`src/rtl/uart_cmd_pkg.sv`:
```
package uart_cmd_pkg;
  localparam int CMD_W      = 16;
  localparam int B_RX_RST   = 2;
  localparam int B_TX_RST   = 3;
  localparam int B_RX_ON    = 4;
  localparam int B_RX_OFF   = 5;
  localparam int B_TX_ON    = 6;
  localparam int B_TX_OFF   = 7;
  localparam int B_STA_CLR  = 8;
  localparam int N_DIR      = 2;
  localparam int DIR_TX     = 0;
  localparam int DIR_RX     = 1;

  typedef struct packed {
    logic [N_DIR-1:0] rst;
    logic [N_DIR-1:0] on;
    logic [N_DIR-1:0] off;
    logic             sta_clr;
  } cmd_t;
endpackage

```
`src/rtl/uart_cmd_decode.sv`:
```
module uart_cmd_decode
  import uart_cmd_pkg::*;
(
  input  logic             wr,
  input  logic [CMD_W-1:0] data,
  output cmd_t             cmd
);
  always_comb begin
    cmd.rst[DIR_TX] = wr & data[B_TX_RST];
    cmd.rst[DIR_RX] = wr & data[B_RX_RST];
    cmd.on[DIR_TX]  = wr & data[B_TX_ON];
    cmd.on[DIR_RX]  = wr & data[B_RX_ON];
    cmd.off[DIR_TX] = wr & data[B_TX_OFF];
    cmd.off[DIR_RX] = wr & data[B_RX_OFF];
    cmd.sta_clr     = wr & data[B_STA_CLR];
  end
endmodule

```
`src/rtl/uart_dir_ctrl.sv`:
```
module uart_dir_ctrl (
  input  logic clk,
  input  logic rst_n,
  input  logic cmd_rst,
  input  logic cmd_on,
  input  logic cmd_off,
  input  logic busy,
  output logic en,
  output logic rst_pulse
);
  logic en_q, en_d;
  logic pend_q, pend_d;
  logic pls_q, pls_d;
  logic upd;

  always_comb begin
    en_d   = en_q;
    pend_d = pend_q;
    pls_d  = cmd_rst;
    if (cmd_rst) begin
      en_d   = 1'b0;
      pend_d = 1'b0;
    end else if (cmd_off) begin
      if (en_q && busy) begin
        pend_d = 1'b1;
      end else begin
        en_d   = 1'b0;
        pend_d = 1'b0;
      end
    end else if (cmd_on) begin
      en_d   = 1'b1;
      pend_d = 1'b0;
    end else if (pend_q && !busy) begin
      en_d   = 1'b0;
      pend_d = 1'b0;
    end
  end

  assign upd = (en_d != en_q) || (pend_d != pend_q);

  always_ff @(posedge clk or negedge rst_n) begin
    if (!rst_n) begin
      en_q   <= 1'b0;
      pend_q <= 1'b0;
    end else if (upd) begin
      en_q   <= en_d;
      pend_q <= pend_d;
    end
  end

  always_ff @(posedge clk or negedge rst_n) begin
    if (!rst_n) pls_q <= 1'b0;
    else        pls_q <= pls_d;
  end

  assign en        = en_q;
  assign rst_pulse = pls_q;


  pend_needs_en_chk: assert property (@(posedge clk) disable iff (!rst_n)
    pend_q |-> en_q);


  en_fall_cause_chk: assert property (@(posedge clk) disable iff (!rst_n)
    $fell(en_q) |-> (pls_q || !$past(busy)));


  en_rise_cause_chk: assert property (@(posedge clk) disable iff (!rst_n)
    $rose(en_q) |-> $past(cmd_on && !cmd_off && !cmd_rst));


  rst_pulse_src_chk: assert property (@(posedge clk) disable iff (!rst_n)
    pls_q |-> ($past(cmd_rst) && !en_q));
endmodule

```
`src/rtl/uart_cmd_seq.sv`:
```
module uart_cmd_seq
  import uart_cmd_pkg::*;
(
  input  logic             clk,
  input  logic             rst_n,
  input  logic             cmd_wr,
  input  logic [CMD_W-1:0] cmd_data,
  input  logic             tx_busy,
  input  logic             tx_hold_full,
  input  logic             rx_busy,
  output logic             tx_enable,
  output logic             rx_enable,
  output logic             tx_soft_rst,
  output logic             rx_soft_rst,
  output logic             status_clr
);
  logic [1:0]       rst_sync_q;
  logic             rst_int_n;
  cmd_t             cmd;
  logic [N_DIR-1:0] dir_busy;
  logic [N_DIR-1:0] dir_en;
  logic [N_DIR-1:0] dir_pls;
  logic             sta_q;

  always_ff @(posedge clk or negedge rst_n) begin
    if (!rst_n) rst_sync_q <= 2'b00;
    else        rst_sync_q <= {rst_sync_q[0], 1'b1};
  end
  assign rst_int_n = rst_sync_q[1];

  uart_cmd_decode u_dec (
    .wr   (cmd_wr),
    .data (cmd_data),
    .cmd  (cmd)
  );

  assign dir_busy[DIR_TX] = tx_busy | tx_hold_full;
  assign dir_busy[DIR_RX] = rx_busy;

  for (genvar d = 0; d < N_DIR; d++) begin : g_dir
    uart_dir_ctrl u_ctrl (
      .clk       (clk),
      .rst_n     (rst_int_n),
      .cmd_rst   (cmd.rst[d]),
      .cmd_on    (cmd.on[d]),
      .cmd_off   (cmd.off[d]),
      .busy      (dir_busy[d]),
      .en        (dir_en[d]),
      .rst_pulse (dir_pls[d])
    );
  end

  always_ff @(posedge clk or negedge rst_int_n) begin
    if (!rst_int_n) sta_q <= 1'b0;
    else            sta_q <= cmd.sta_clr;
  end

  assign tx_enable   = dir_en[DIR_TX];
  assign rx_enable   = dir_en[DIR_RX];
  assign tx_soft_rst = dir_pls[DIR_TX];
  assign rx_soft_rst = dir_pls[DIR_RX];
  assign status_clr  = sta_q;


  sta_pulse_src_chk: assert property (@(posedge clk) disable iff (!rst_int_n)
    sta_q |-> $past(cmd_wr && cmd_data[B_STA_CLR]));


  idle_bus_quiet_chk: assert property (@(posedge clk) disable iff (!rst_int_n)
    !$past(cmd_wr) |-> !(tx_soft_rst || rx_soft_rst || status_clr));
endmodule

```
`config.mk`:
```
export PLATFORM = sky130hd
export DESIGN_NAME = uart_cmd_seq
export DESIGN_NICKNAME = d
export VERILOG_FILES = /design/src/rtl/uart_cmd_pkg.sv /design/src/rtl/uart_cmd_decode.sv /design/src/rtl/uart_dir_ctrl.sv /design/src/rtl/uart_cmd_seq.sv
export SDC_FILE = /design/constraint.sdc
export NUM_CORES = 1
export LEC_CHECK = 0
export BUFFER_PORTS_ARGS = -buffer_cell sky130_fd_sc_hd__buf_4
export CORE_AREA = 3 3 40 42
export DETAILED_ROUTE_END_ITERATION = 12
export DIE_AREA = 0 0 43 45
export PLACE_DENSITY = 0.7
export SYNTH_ARGS = -nofsm -noshare
export SYNTH_HDL_FRONTEND = slang
export SYNTH_SLANG_ARGS = --single-unit
```
`constraint.sdc`:
```
create_clock -name clk -period 0.8 [get_ports clk]
set_input_delay 0.16 -clock clk [delete_from_list [all_inputs] [get_ports clk]]
set_output_delay 0.16 -clock clk [all_outputs]
set_load 0.02 [all_outputs]
```
---- After elaboration in Yosys (flattened, before gate mapping) ----
Index checks and enable logic that the tools add are counted.
word-level totals
  bits in registers ....................... 9
  output and inout bits ................... 5
  logic and storage cells ................. 48
cells by class
  equality and inequality tests ........... 4
  bitwise logic cells ..................... 8
  reductions and logical operators ........ 8
  multiplexer cells ....................... 20
operator list
  kind               number
  $mux 1             20
  $and 1x1->1        7
  $logic_and 1x1->1  4
  $ne 1x1->1         4
  $logic_not 1->1    2
  $logic_or 1x1->1   2
  $or 1x1->1         1

---- Depth between registers and ports, before layout ----
Gate-level depths: netlist of run 1.
  depth in word-level cells ............... 9
  mapped depth ............................ 4
  depth with buffers taken out ............ 3

---- Modules after synthesis ----
A second synthesis of run 1 with hierarchy kept.
second synthesis, totals
  cells, all modules ...................... 34
  area, all modules ....................... 376.6 um^2
by module, submodules not included
  module           seq. area each (um^2)  area each (um^2)  cells each  instances
  uart_dir_ctrl    75.1                   123.9             11          2
  uart_cmd_seq     75.1                   85.1              5           1
  uart_cmd_decode  0.0                    43.8              7           1

---- Worst setup path after synthesis of run 1 ----
OpenSTA, ideal clock, no wires.
  kind .................................... register to register
  start point ............................. register g_dir[0].u_ctrl.en_q
  end point ............................... register g_dir[0].u_ctrl.en_q
  buffers on the path ..................... 0
  cell stages (with the launch flop) ...... 4
  period minus slack after synthesis ...... 0.901 ns
  slack ................................... -0.101 ns
  arrival ................................. 0.828 ns
  path through ............................ dfrtp_1 nand2b_1 a22o_1 a21oi_2
on the way
  longest elaborated chain between the ends .. 6
  elaborated cells on any way between the ends .. 12
RTL lines
  what                                         line                                      RTL
  from (decl)                                  uart_dir_ctrl.sv:11                       logic en_q, en_d;
  from (signal assigned)                       uart_dir_ctrl.sv:46                       en_q <= en_d;
  $mux 1 or $logic_and 1x1->1 (tied branches)  uart_dir_ctrl.sv:33, uart_dir_ctrl.sv:24
  $mux 1 (on tied branches)                    uart_dir_ctrl.sv:30, uart_dir_ctrl.sv:24
  $mux 1                                       uart_dir_ctrl.sv:23                       end else if (cmd_off) begin
  $mux 1                                       uart_dir_ctrl.sv:20                       if (cmd_rst) begin
  $ne 1x1->1                                   uart_dir_ctrl.sv:39                       assign upd = (en_d != en_q) || (pend_d != pend_q);
  $logic_or 1x1->1                             uart_dir_ctrl.sv:39
Parallel ways exist; a longest one is shown, timed or not.
A chain may end at the register's enable or synchronous reset.

---- Worst setup path in the final report of run 1 ----
  start point ............................. register g_dir[0].u_ctrl.en_q
  end point ............................... output tx_enable
RTL lines
  what       line                RTL
  to (decl)  uart_cmd_seq.sv:11  output logic tx_enable,
No word-level cell between the ends.

==> flow_metrics.py, run 1 <==
metrics = {
    "grt": {
        "gr-total-overflow": 0,
        "grt_antenna_before_repair": 0,
        "grt_use_total": 0.0803,
        "grt_max_degree": 12,
        "grt_pass1_wl_microns": 1040,
        "first_global_vias": 271,
    },
    "critical_path": {
        "r2r_start": "g_dir[0].u_ctrl.en$_DFFE_PN0P_",
        "worstPathRequired_ps": 640,
        "ff2ff_setup_slack_ps": -130,
        "critPathSlowestCell": "dfrtp_2",
        "path_buf_inv": 1,
        "cp-start-kind": "flip-flop",
        "critPathKind": "flip-flop to primary output",
        "critPathLaunch": "g_dir[0].u_ctrl.en$_DFFE_PN0P_",
        "max_stage_delay_ps": 410,
        "cp-end-kind": "primary output",
        "path_delay_family": "flip-flops",
        "path_cells": "buf_6",
        "arrival_ps": 790,
        "cp_max_fo": 2,
        "worst_r2r_path_depth": 4,
        "timing.rr.end": "g_dir[0].u_ctrl.en$_DFFE_PN0P_",
    },
    "clock_network": {
        "clk_pin_slew_ps": 60,
        "clkLatencyLatePin_ps": 260,
        "clk_path_buf_depth": 2,
        "cts_buffers": 3,
        "cts_sinks": 9,
        "h-tree-depth": 1,
        "cts_root_buffer": "clkbuf_4",
        "cts_tree": "built",
    },
    "pwr": {
        "combPwrFrac": 0.221,
        "pwr-share-clk": 0.312,
        "p_sw_uw": 275,
        "power.density_nw_per_um2": 1840,
        "irDropWorstVdd_mv": 1.51,
        "seq_power_share": 0.468,
        "leakage_uw": 0.000275,
        "p_int_uw": 821,
        "p_sw_frac": 0.251,
    },
    "timing": {
        "rsz0062_at_grt": "true",
        "clock_skew_ps": 4.15,
        "setup_viol": 8,
        "period_share": 1.19,
        "hold_viol": 0,
        "slew_viol_final": 0,
        "fmax_mhz": 1050,
        "hold_slack_ps": 101,
        "finalWorstSetupSlack_ps": -153,
        "fin_crit_ps": 953,
    },
    "floorplan": {
        "fp-row-count": 13,
        "core_area_sq_um": 1280,
        "initial_core_util": 0.288,
        "dieArea_sq_um": 1940,
        "die_x_microns": 43,
        "num_io_pins": 27,
        "die_y_microns": 45,
    },
    "finish": {
        "antenna_cells": 0,
        "fin_util": 0.464,
        "mostFrequentLayoutCells": "buf_4, dfrtp_1, buf_6",
        "drive_gt1_frac": 0.642,
        "area_delta_synth_final_pct": 61.1,
        "seq_area_sq_um": 228,
        "nets": 76,
        "final_area_sq_um": 597,
        "nFillCells": 131,
        "multi_input_area_sq_um": 153,
        "layout_commonest_cell": "buf_4",
    },
    "synth": {
        "yosysWarnings": 0,
        "avgSynthCellArea_sq_um": 12.3,
        "synth_nets": 52,
        "yosysUniqueCellTypes": 16,
        "syn_area_sq_um": 370,
        "netlist_instances": 30,
        "ys_ff_latch": 9,
        "ys_seq_area_frac": 0.608,
    },
    "placed_design": {
        "hpwl_microns": 516,
        "dpl_cell_area_sq_um": 508,
        "dpl_worst_slack_ps": -69.2,
        "gp_congestion": 0.610,
        "numPortBuffers": 17,
    },
    "worst_hold_path": {
        "hold_class": "flip-flop to asynchronous set/reset pin",
    },
    "route": {
        "drtPass1Iterations": 2,
        "drtIter0Drc": 1,
        "drc_errors": 0,
        "wire_per_inst_microns": 10.5,
        "wl_microns": 714,
        "ant_nets": 0,
        "via_count": 307,
        "viasPerCell": 4.51,
    },
    "flow_run": {
        "max_cap_violations": 0,
    },
    "outcome": {
        "violations": "negative setup slack",
        "status": "finished, violations left",
    },
}
-- Yosys cell counts (all sizes together) --
master / n / area (sq um)
and2: 3 / 23.8
a22o: 1 / 8.76
nor3b: 1 / 12.5
nor3: 1 / 5.00
nand2: 1 / 6.26
buf: 1 / 11.3
a32oi: 2 / 17.5
dfrtp: 9 / 225
nor2: 1 / 3.75
nand3b: 1 / 7.51
conb: 1 / 3.75
nand2b: 1 / 6.26
a21oi: 3 / 18.8
o21ai: 4 / 20.0
-- routing by layer --
| layer | GRT usage | vias up | part of all wire | routed length, microns |
|---|---|---|---|---|
| met5 | 0 | - | 0 | 0 |
| met4 | 0.0542 | 0 | 0.020 | 14 |
| met3 | 0.0717 | 4 | 0.14 | 101 |
| met2 | 0.105 | 15 | 0.45 | 318 |
| met1 | 0.0831 | 134 | 0.39 | 278 |
| li1 | - | 154 | - | - |
-- area by class of cell --
class | count | area share
multi-input combinational | 20 | 0.256
tap | 15 | 0.0314
clock buffer | 4 | 0.0440
timing repair buffer | 20 | 0.287
sequential | 9 | 0.382
-- state kept, by name, indices dropped and copies added (netlist names) --
signal / flops
status_clr: 1
g_dir.u_ctrl.rst_pulse: 2
g_dir.u_ctrl.pend_q: 2
g_dir.u_ctrl.en: 2
rst_sync_q: 2
-- kinds of logic (layout without fill, tap and decap cells) --
family                 count (synthesis)  count (layout)  synth area share
AO/OA/AOI/OAI                         10              10             0.176
buffers and inverters                  1              24            0.0304
flip-flops                             9               9             0.608
other                                  1               1            0.0101
AND/OR/NAND/NOR                        9               9             0.176
-- power groups by stage --
stage | registers (uW) | logic, uW | clock network (uW)
2_1_floorplan | 546 | 68.6 | 0
6_report | 512 | 242 | 341
3_3_place_gp | 522 | 185 | 0
5_1_grt | 518 | 259 | 381
3_5_place_dp | 522 | 185 | 0
4_1_cts | 514 | 233 | 359
-- worst max path at each step --
stage                                          to  slack (ps)  cells past startpoint
5_1_grt                                 tx_enable        -190                      1
2_1_floorplan  g_dir[1].u_ctrl.pend_q$_DFFE_PN0P_         -40                      2
4_1_cts                                 tx_enable        -170                      1
3_3_place_gp       g_dir[0].u_ctrl.en$_DFFE_PN0P_         -60                      3
3_5_place_dp       g_dir[0].u_ctrl.en$_DFFE_PN0P_         -70                      3
6_report                                tx_enable        -150                      1
-- through the flow --
step | total power [uW] | instances | TNS, ps
after floorplan | 615 | 30 | -72.7
after global placement | 706 | 61 | -65.2
after detailed placement | 708 | 61 | -107
after CTS | 1110 | 68 | -1070
after global routing | 1160 | 68 | -1280
final | 1100 | 68 | -994
-- timing repair --
item / in CTS / in global routing
pin swaps: 1 / 1
hold endpoints to repair: 2 / 0
endpoints found under the setup margin: 7 / 9
gates resized for setup: 6 / 4
hold buffers: 1 / 0
setup buffers: 2 / 0
No activity file was read; power rests on OpenSTA's default activity.
==> run 2: changes to the inputs <==
Settings changed: CELL_PAD_IN_SITES_DETAIL_PLACEMENT set to 2, CELL_PAD_IN_SITES_GLOBAL_PLACEMENT set to 2, CORE_AREA 3 3 40 42 to unset, CORE_MARGIN set to 3, CORE_UTILIZATION set to 20, DIE_AREA 0 0 43 45 to unset, PLACE_DENSITY 0.7 to 0.82, SKIP_CTS_REPAIR_TIMING set to 1.
==> flow_metrics.py, run 2 (synthesis gave the netlist of run 1 again) <==
metrics = {
    "outcome": {
        "status": "finished, violations left",
        "violations": "negative setup slack",
    },
    "clock_network": {
        "cts_tree": "built",
        "clkLatencyLatePin_ps": 250,
        "cts_sinks": 9,
        "clk_pin_slew_ps": 60,
        "cts_root_buffer": "clkbuf_4",
        "h-tree-depth": 1,
        "clk_path_buf_depth": 2,
        "cts_buffers": 3,
    },
    "finish": {
        "nets": 74,
        "antenna_cells": 0,
        "mostFrequentLayoutCells": "buf_4, dfrtp_1, buf_6, o21ai_0, clkbuf_4",
        "area_delta_synth_final_pct": 56.1,
        "final_area_sq_um": 578,
        "stdcell_count": 75,
        "drive_gt1_frac": 0.569,
        "layout_commonest_cell": "buf_4",
    },
    "critical_path": {
        "arrival_ps": 810,
        "critPathLaunch": "g_dir[0].u_ctrl.en$_DFFE_PN0P_",
        "critPathKind": "flip-flop to primary output",
        "r2r_start": "g_dir[0].u_ctrl.pend_q$_DFFE_PN0P_",
        "path_buf_inv": 1,
        "worst_r2r_path_depth": 3,
        "worstPathRequired_ps": 640,
        "max_stage_delay_ps": 420,
        "cp_max_fo": 4,
        "path_delay_family": "flip-flops",
        "critPathSlowestCell": "dfrtp_2",
        "ff2ff_setup_slack_ps": -90,
        "path_cells": "buf_6",
        "cp-end-kind": "primary output",
        "cp-start-kind": "flip-flop",
        "timing.rr.end": "g_dir[0].u_ctrl.en$_DFFE_PN0P_",
        "worst-path-stages": 1,
    },
    "route": {
        "wire_per_inst_microns": 10.9,
        "viasPerCell": 4.07,
        "drtPass1Iterations": 1,
        "ant_nets": 0,
        "drtIter0Drc": 0,
        "drc_errors": 0,
        "wl_microns": 816,
        "via_count": 305,
    },
    "flow_run": {
        "max_cap_violations": 0,
    },
    "grt": {
        "grt_use_total": 0.0740,
        "grt_antenna_before_repair": 0,
        "gr-total-overflow": 0,
        "first_global_vias": 325,
        "grt_pass1_wl_microns": 1370,
        "grt_max_degree": 12,
    },
    "placed_design": {
        "gp_congestion": 0.593,
        "placed_cells": 70,
        "dpl_cell_area_sq_um": 519,
        "numPortBuffers": 17,
    },
    "floorplan": {
        "die_x_microns": 49.0,
        "dieArea_sq_um": 2400,
        "core_area_sq_um": 1630,
        "initial_core_util": 0.227,
        "fp-row-count": 14,
        "die_y_microns": 49.0,
        "num_io_pins": 27,
    },
    "timing": {
        "hold_viol": 0,
        "slew_viol_final": 0,
        "setup_viol": 7,
        "rsz0062_at_grt": "true",
        "finalWorstSetupSlack_ps": -166,
        "fmax_mhz": 1030,
        "fin_crit_ps": 966,
        "clock_skew_ps": 5.48,
        "period_share": 1.21,
    },
    "pwr": {
        "irDropWorstVdd_mv": 0.683,
        "leakage_uw": 0.000262,
        "power.density_nw_per_um2": 1840,
    },
    "worst_hold_path": {
        "hold_class": "flip-flop to asynchronous set/reset pin",
    },
}
run 2: changes by cell type in the layout (fill, tap and decap cells not counted), sizes merged:
| cell | delta |
|---|---|
| buf | -2 |
run 2: how the worst max path moves through the flow:
stage | endpoint | slack (ps)
CTS | tx_enable | -200
global placement | g_dir[0].u_ctrl.en$_DFFE_PN0P_ | -60
global route | tx_enable | -200
detailed placement | g_dir[0].u_ctrl.en$_DFFE_PN0P_ | -80
floorplan | g_dir[1].u_ctrl.pend_q$_DFFE_PN0P_ | -40
finish | tx_enable | -170
run 2: stage by stage:
step / total power [uW] / hold slack, ps / setup TNS, ps / utilization / worst slack (ps)
after detailed placement: 716 / -55.4 / -104 / 0.319 / -78.1
after global placement: 709 / -56.5 / -72.6 / 0.319 / -55.4
after global routing: 1130 / 129 / -1080 / 0.355 / -200
final: 1060 / 112 / -784 / 0.355 / -166
after CTS: 1060 / -335 / -955 / 0.335 / -202
after floorplan: 615 / -136 / -72.7 / - / -41.6
run 2: layer usage:
| metal | GRT usage | share of wire | vias up |
|---|---|---|---|
| met5 | 0 | 0 | - |
| met1 | 0.105 | 0.47 | 142 |
| li1 | - | - | 150 |
| met2 | 0.0905 | 0.43 | 13 |
| met3 | 0.0306 | 0.094 | 0 |
| met4 | 0.0427 | 0 | 0 |
run 2: report_power, final:
part | internal [uW] | total (uW) | switching [uW]
Sequential | 490 | 518 | 28.0
Clock | 191 | 337 | 146
Combinational | 119 | 209 | 90.5
run 2: cell type report:
cell class | count | area (sq um)
Clock buffer | 4 | 26.3
Fill cell | 188 | 1050
Timing Repair Buffer | 18 | 156
Tap cell | 24 | 30.0
Multi-Input combinational cell | 20 | 138
Sequential cell | 9 | 228
==> run 3: changes to the inputs <==
Settings changed: MAX_ROUTING_LAYER set to met4, RECOVER_POWER set to 50.
==> flow_metrics.py, run 3 (synthesis gave the netlist of run 1 again) <==
metrics = {
    "route": {
        "via_count": 304,
        "drtPass1Iterations": 1,
        "ant_nets": 0,
        "drc_errors": 0,
        "viasPerCell": 4.05,
        "wire_per_inst_microns": 10.9,
        "wl_microns": 817,
        "drtIter0Drc": 0,
    },
    "critical_path": {
        "worstPathRequired_ps": 640,
        "max_stage_delay_ps": 420,
        "path_buf_inv": 1,
        "critPathSlowestCell": "dfrtp_2",
        "cp-start-kind": "flip-flop",
        "path_cells": "buf_6",
        "arrival_ps": 810,
        "path_delay_family": "flip-flops",
        "cp-end-kind": "primary output",
        "critPathKind": "flip-flop to primary output",
        "cp_max_fo": 4,
    },
    "finish": {
        "nFillCells": 188,
        "mostFrequentLayoutCells": "buf_4, dfrtp_1, buf_6, o21ai_0, clkbuf_4",
        "layout_commonest_cell": "buf_4",
        "antenna_cells": 0,
        "nets": 74,
        "area_delta_synth_final_pct": 55.1,
        "drive_gt1_frac": 0.549,
    },
    "floorplan": {
        "core_area_sq_um": 1630,
        "num_io_pins": 27,
        "die_x_microns": 49.0,
        "dieArea_sq_um": 2400,
        "die_y_microns": 49.0,
        "initial_core_util": 0.227,
        "fp-row-count": 14,
    },
    "grt": {
        "use_met1": 0.105,
        "use_met2": 0.0905,
        "grt_antenna_before_repair": 0,
        "grtUsageMet3": 0.0306,
        "grt_pass1_wl_microns": 1370,
        "grt_max_degree": 12,
        "gr-total-overflow": 0,
        "grt_use_total": 0.0761,
        "first_global_vias": 325,
        "busiest_layer": "met1",
    },
    "clock_network": {
        "cts_sinks": 9,
        "cts_tree": "built",
        "cts_root_buffer": "clkbuf_4",
        "clk_path_buf_depth": 2,
        "clk_pin_slew_ps": 60,
        "clkLatencyLatePin_ps": 250,
        "h-tree-depth": 1,
        "cts_buffers": 3,
    },
    "timing": {
        "clock_skew_ps": 5.46,
        "fin_crit_ps": 966,
        "period_share": 1.21,
        "setup_viol": 7,
        "hold_viol": 0,
        "finalWorstSetupSlack_ps": -166,
        "tns_ps": -785,
        "slew_viol_final": 0,
        "rsz0062_at_grt": "true",
        "fmax_mhz": 1030,
    },
    "outcome": {
        "violations": "negative setup slack",
        "status": "finished, violations left",
    },
    "pwr": {
        "irDropWorstVdd_mv": 0.683,
        "power.density_nw_per_um2": 1850,
        "leakage_uw": 0.000258,
        "power_uw": 1060,
    },
    "placed_design": {
        "numPortBuffers": 17,
        "gp_congestion": 0.597,
    },
    "flow_run": {
        "max_cap_violations": 0,
    },
    "worst_hold_path": {
        "hold_class": "flip-flop to asynchronous set/reset pin",
    },
}
run 3: stage by stage:
stage / area [sq um] / util / cells / setup slack [ps] / hold WS [ps]
after detailed placement: 519 / 0.319 / 70 / -78.1 / -55.4
after floorplan: 373 / - / 30 / -41.6 / -136
after CTS: 546 / 0.335 / 74 / -202 / -335
final: 574 / 0.353 / 75 / -166 / 112
after global routing: 574 / 0.353 / 75 / -200 / 129
after global placement: 519 / 0.319 / 70 / -55.4 / -56.5
run 3: cell type report:
cell class / count / area, sq um / share of cell area
multi-input combinational: 20 / 138 / 0.240
timing repair buffer: 18 / 153 / 0.266
sequential: 9 / 228 / 0.397
tap: 24 / 30.0 / 0.0523
clock buffer: 4 / 26.3 / 0.0458
run 3: path summary, 6_finish.rpt:
| kind | cells after the start | to | startpoint | slack (ps) |
|---|---|---|---|---|
| worst min-delay path | 0 | status_clr$_DFF_PN0_ | rst_sync_q[1]$_DFF_PN0_ | 110 |
| worst max register to register | 3 | g_dir[0].u_ctrl.en$_DFFE_PN0P_ | g_dir[0].u_ctrl.pend_q$_DFFE_PN0P_ | -90 |
| worst max-delay path | 1 | tx_enable | g_dir[0].u_ctrl.en$_DFFE_PN0P_ | -170 |
| min in group clk | 2 | status_clr$_DFF_PN0_ | cmd_data[8] | 130 |
| worst min register to register | 0 | status_clr$_DFF_PN0_ | rst_sync_q[1]$_DFF_PN0_ | 110 |
| max in group asynchronous | 0 | g_dir[0].u_ctrl.en$_DFFE_PN0P_ | rst_sync_q[1]$_DFF_PN0_ | 440 |
run 3: power breakdown:
part	internal [uW]	total [uW]	leakage, uW	switching [uW]
combinational	117	207	0.000131	90.5
clock	191	337	0.0000150	146
sequential	490	518	0.000112	28.1
total	798	1060	0.000258	265
run 3: routing by layer:
metal  vias up  share of wire
met3         0          0.087
li1        150              -
met2        13           0.43
met1       141           0.48
met4         0              0
met5         -              0
